File: src/rtl/kbd_port_pkg.sv
package kbd_port_pkg;
  localparam int unsigned ADDR_W   = 16;
  localparam int unsigned DATA_W   = 8;
  localparam int unsigned ROW_N    = 8;
  localparam int unsigned COL_N    = 5;
  localparam int unsigned BORDER_W = 3;
  localparam int unsigned EAR_BIT  = 6;

  typedef struct packed {
    logic                spk;
    logic                mic;
    logic [BORDER_W-1:0] border;
  } out_reg_t;
endpackage

File: src/rtl/kbd_port_decode.sv
module kbd_port_decode (
  input  logic iorq_ni,
  input  logic rd_ni,
  input  logic wr_ni,
  input  logic sel_bit_i,
  output logic rd_hit_o,
  output logic wr_hit_o
);
  logic port_hit;
  // partial decode: a single low address bit selects the port
  assign port_hit = ~iorq_ni & ~sel_bit_i;
  assign rd_hit_o = port_hit & ~rd_ni;
  assign wr_hit_o = port_hit & ~wr_ni;
endmodule

File: src/rtl/kbd_port_rdmux.sv
module kbd_port_rdmux #(
  parameter int unsigned DATA_W  = 8,
  parameter int unsigned ROW_N   = 8,
  parameter int unsigned COL_N   = 5,
  parameter int unsigned EAR_BIT = 6
) (
  input  logic              rd_hit_i,
  input  logic [ROW_N-1:0]  addr_hi_i,
  input  logic [COL_N-1:0]  col_ni,
  input  logic              ear_i,
  output logic [ROW_N-1:0]  row_sel_no,
  output logic [DATA_W-1:0] data_o,
  output logic              data_oe_o
);
  for (genvar r = 0; r < ROW_N; r++) begin : g_row
    assign row_sel_no[r] = rd_hit_i ? addr_hi_i[r] : 1'b1;
  end

  logic [DATA_W-1:0] rd_word;
  always_comb begin
    rd_word              = '0;
    rd_word[COL_N-1:0]   = col_ni;
    rd_word[EAR_BIT]     = ear_i;
  end

  assign data_o    = rd_hit_i ? rd_word : '1;
  assign data_oe_o = rd_hit_i;
endmodule

File: src/rtl/kbd_port_outreg.sv
module kbd_port_outreg #(
  parameter int unsigned BORDER_W = 3
) (
  input  logic                clk_i,
  input  logic                rst_ni,
  input  logic                load_i,
  input  logic [BORDER_W+1:0] wdata_i,
  output logic [BORDER_W-1:0] border_o,
  output logic                mic_o,
  output logic                spk_o
);
  import kbd_port_pkg::*;
  out_reg_t q;

  always_ff @(posedge clk_i or negedge rst_ni) begin
    if (!rst_ni) begin
      q <= '0;
    end else if (load_i) begin
      q.border <= wdata_i[BORDER_W-1:0];
      q.mic    <= wdata_i[BORDER_W];
      q.spk    <= wdata_i[BORDER_W+1];
    end
  end

  assign border_o = q.border;
  assign mic_o    = q.mic;
  assign spk_o    = q.spk;
endmodule

File: src/rtl/kbd_port_io.sv
module kbd_port_io
  import kbd_port_pkg::*;
#(
  parameter int unsigned P_ADDR_W   = ADDR_W,
  parameter int unsigned P_DATA_W   = DATA_W,
  parameter int unsigned P_ROW_N    = ROW_N,
  parameter int unsigned P_COL_N    = COL_N,
  parameter int unsigned P_BORDER_W = BORDER_W
) (
  input  logic                  clk_i,
  input  logic                  rst_ni,
  input  logic                  iorq_ni,
  input  logic                  rd_ni,
  input  logic                  wr_ni,
  input  logic [P_ADDR_W-1:0]   addr_i,
  input  logic [P_DATA_W-1:0]   data_i,
  output logic [P_DATA_W-1:0]   data_o,
  output logic                  data_oe_o,
  output logic [P_ROW_N-1:0]    row_sel_no,
  input  logic [P_COL_N-1:0]    col_ni,
  input  logic                  ear_i,
  output logic [P_BORDER_W-1:0] border_o,
  output logic                  mic_o,
  output logic                  spk_o
);
  localparam int unsigned ROW_LSB = P_ADDR_W - P_ROW_N;
  localparam int unsigned WR_W    = P_BORDER_W + 2;

  logic rd_hit, wr_hit;

  kbd_port_decode u_dec (
    .iorq_ni  (iorq_ni),
    .rd_ni    (rd_ni),
    .wr_ni    (wr_ni),
    .sel_bit_i(addr_i[0]),
    .rd_hit_o (rd_hit),
    .wr_hit_o (wr_hit)
  );

  kbd_port_rdmux #(
    .DATA_W (P_DATA_W),
    .ROW_N  (P_ROW_N),
    .COL_N  (P_COL_N),
    .EAR_BIT(EAR_BIT)
  ) u_rd (
    .rd_hit_i  (rd_hit),
    .addr_hi_i (addr_i[P_ADDR_W-1:ROW_LSB]),
    .col_ni    (col_ni),
    .ear_i     (ear_i),
    .row_sel_no(row_sel_no),
    .data_o    (data_o),
    .data_oe_o (data_oe_o)
  );

  kbd_port_outreg #(
    .BORDER_W(P_BORDER_W)
  ) u_out (
    .clk_i   (clk_i),
    .rst_ni  (rst_ni),
    .load_i  (wr_hit),
    .wdata_i (data_i[WR_W-1:0]),
    .border_o(border_o),
    .mic_o   (mic_o),
    .spk_o   (spk_o)
  );

  logic unused_bits;
  assign unused_bits = ^{addr_i[ROW_LSB-1:1], data_i[P_DATA_W-1:WR_W]};
endmodule

File: config.mk
export PLATFORM = sky130hd
export DESIGN_NAME = kbd_port_io
export DESIGN_NICKNAME = d
export VERILOG_FILES = /design/src/rtl/kbd_port_pkg.sv /design/src/rtl/kbd_port_decode.sv /design/src/rtl/kbd_port_rdmux.sv /design/src/rtl/kbd_port_outreg.sv /design/src/rtl/kbd_port_io.sv
export SDC_FILE = /design/constraint.sdc
export NUM_CORES = 1
export LEC_CHECK = 0
export BUFFER_PORTS_ARGS = -buffer_cell sky130_fd_sc_hd__buf_2
export CAP_MARGIN = 20
export CORE_AREA = 8 8 45 47
export CTS_BUF_LIST = sky130_fd_sc_hd__clkbuf_16
export DETAILED_ROUTE_END_ITERATION = 8
export DIE_AREA = 0 0 53 55
export GPL_ROUTABILITY_DRIVEN = 0
export PLACE_DENSITY = 0.74
export REMOVE_ABC_BUFFERS = 1
export SYNTH_ARGS = -nofsm -noshare
export SYNTH_HDL_FRONTEND = slang
export SYNTH_SLANG_ARGS = --single-unit
export TNS_END_PERCENT = 30
File: constraint.sdc
create_clock -name clk_i -period 0.85 [get_ports clk_i]
set_clock_uncertainty 0.05 [all_clocks]
set_input_delay 0 -clock clk_i [delete_from_list [all_inputs] [get_ports clk_i]]
set_output_delay 0 -clock clk_i [all_outputs]
set_load 0.02 [all_outputs]
==> impl_metrics.json <==
{
  "status": "finished, violations left",
  "failed_checks": "negative hold slack",
  "min_period_over_period_pct": 98.0,
  "initial_utilization_pct": 23.1,
  "htree_num_levels": 1,
  "portBuffers": 46,
  "tns_ns": 0,
  "hold_viol_final": 2,
  "holdWs_ns": -0.0365,
  "cts_tree": "done",
  "wl_per_cell_um": 12.5,
  "grt_overflow": 0,
  "maxCapViolations": 0,
  "cts_buffers": 3,
  "grt_pass1_wl_mm": 1.93,
  "clock_latency_ns": 0.23,
  "drt_iter0_drc": 2,
  "ios": 57,
  "cpMaxStageDelayCell": "dfrtp_1",
  "n_antenna_cell": 0,
  "crit_chain": "mux2_2",
  "crit_arrival_ns": 0.89,
  "setup_viol": 0,
  "crit_fanout": 2,
  "hp-class": "input port to register",
  "fp.dieH_um": 55,
  "drc": 0,
  "synth_cell_type_count": 6,
  "crit_family": "flip-flops",
  "power_density_nw_per_um2": 2000,
  "rsz0062_at_grt": "false",
  "layout_commonest_cell": "buf_2",
  "drive_gt1_share_pct": 69.1,
  "leakagePower_nw": 0.345,
  "via_count": 398,
  "ant_nets": 0,
  "final_cell_mix": "45 x buf_2, 14 x nand2b_1, 5 x mux2_2, 5 x dfrtp_1, 3 x clkbuf_16",
  "ff2ff_setup_slack_ns": 0.02,
  "tightest_slew_ns": 0.278,
  "synth.cell_area_um2": 320,
  "yosysWarnings": 0,
  "max_freq_mhz": 1200,
  "dp_hpwl_um": 968,
  "grt_usage_pct": 9.23,
  "crit_type": "register to register",
  "period_needed_ns": 0.833,
  "synth_seq_area_share_pct": 39.1,
  "first_global_vias": 429,
  "drt_pass1_iterations": 2,
  "slew_headroom_pct": 81.4,
  "layout.nets": 117,
  "clkTransAtPathRegs_ns": 0.03,
  "drt-total-wl_mm": 1.21,
  "cp.required_ns": 0.90,
  "synth_seq_cells": 5,
  "cp-end-kind": "register",
  "cp-start-kind": "register",
  "dieArea_um2": 2920,
  "core_area_um2": 1380,
  "path_buf_inv": 0,
  "cts_hold_buffers": 4,
  "antenna_found_initial": 0,
  "report.final.slew_viol_count": 0,
  "routed_via_density": 4.10,
  "clock_path_buffers": 2,
  "cts-root-buf": "clkbuf_16",
  "syn_avg_cell_area_um2": 11.0,
  "dieWidth_um": 53,
  "grt_max_degree": 17,
  "synthCells": 29,
  "slowest_delay_ns": 0.38,
  "area_growth_pct": 117,
  "num_rows": 14,
  "max-vdd-ir-drop_v": 0.00205,
  "cts.sinks": 5
}
## cell usage after synthesis
cell type  instances  area share, %
nand2b_1          14             27
dfrtp_1            5             39
mux2_2             5             18
buf_4              2            4.7
nor3_4             2             10
inv_1              1            1.2
## registers in the layout (all words and copies together) (netlist names)
register        cells
u_out.border_o      3
u_out.mic_o         1
u_out.spk_o         1
## power breakdown
group / switching [W] / total (W) / internal (W)
registers: 0.0000257 / 0.000311 / 0.000285
clock network: 0.000147 / 0.000755 / 0.000608
logic: 0.000168 / 0.000324 / 0.000155
total: 0.000341 / 0.00139 / 0.00105
## kinds of logic after synthesis
family                 count (synthesis)  synth area share, %
multiplexers                           5                 17.6
buffers and inverters                  3                 5.86
AND/OR/NAND/NOR                       16                 37.5
flip-flops                             5                 39.1
## metrics by stage
stage / std cells / instance area [um2] / total power [W] / utilization (%) / worst slack [ns]
floorplan: 27 / 305 / 0.000469 / - / -0.0544
global placement: 90 / 576 / 0.000614 / 41.6 / -0.0893
detailed placement: 90 / 576 / 0.000619 / 41.6 / -0.115
CTS: 98 / 694 / 0.00140 / 50.2 / 0.0137
global route: 97 / 694 / 0.00145 / 50.2 / 0.00702
finish: 97 / 694 / 0.00139 / 50.2 / 0.0168
## layout make-up
cell class | instances | area (um2)
timing repair buffer | 50 | 290
tap | 16 | 20.0
fill | 127 | 689
clock buffer | 3 | 75.1
sequential | 5 | 125
clock inverter | 1 | 3.75
multi-input combinational | 21 | 176
inverter | 1 | 3.75
## path summary, 6_finish.rpt
path / start / to / cells after the start
hold reg to reg: u_out.mic_o$_DFFE_PN0P_ / u_out.mic_o$_DFFE_PN0P_ / 1
hold / removal: data_i[2] / u_out.border_o[2]$_DFFE_PN0P_ / 2
setup / recovery: u_out.border_o[0]$_DFFE_PN0P_ / u_out.border_o[0]$_DFFE_PN0P_ / 1
max in group asynchronous: rst_ni / u_out.spk_o$_DFFE_PN0P_ / 2
setup reg to reg: u_out.border_o[0]$_DFFE_PN0P_ / u_out.border_o[0]$_DFFE_PN0P_ / 1
min in group asynchronous: rst_ni / u_out.border_o[1]$_DFFE_PN0P_ / 2
## layer usage
layer	track usage (%)	part of all wire [%]
met1	7.87	26
met2	17.0	57
met3	3.21	14
met4	7.76	2.8
met5	0	0
## timing repair
| item | CTS | global route |
|---|---|---|
| endpoints found under the hold margin | 10 | 2 |
| buffers inserted | 0 | 0 |
| setup endpoints to repair | 0 | 3 |
| gates resized for setup | 0 | 2 |
No activity file was read; power rests on OpenSTA's default activity.
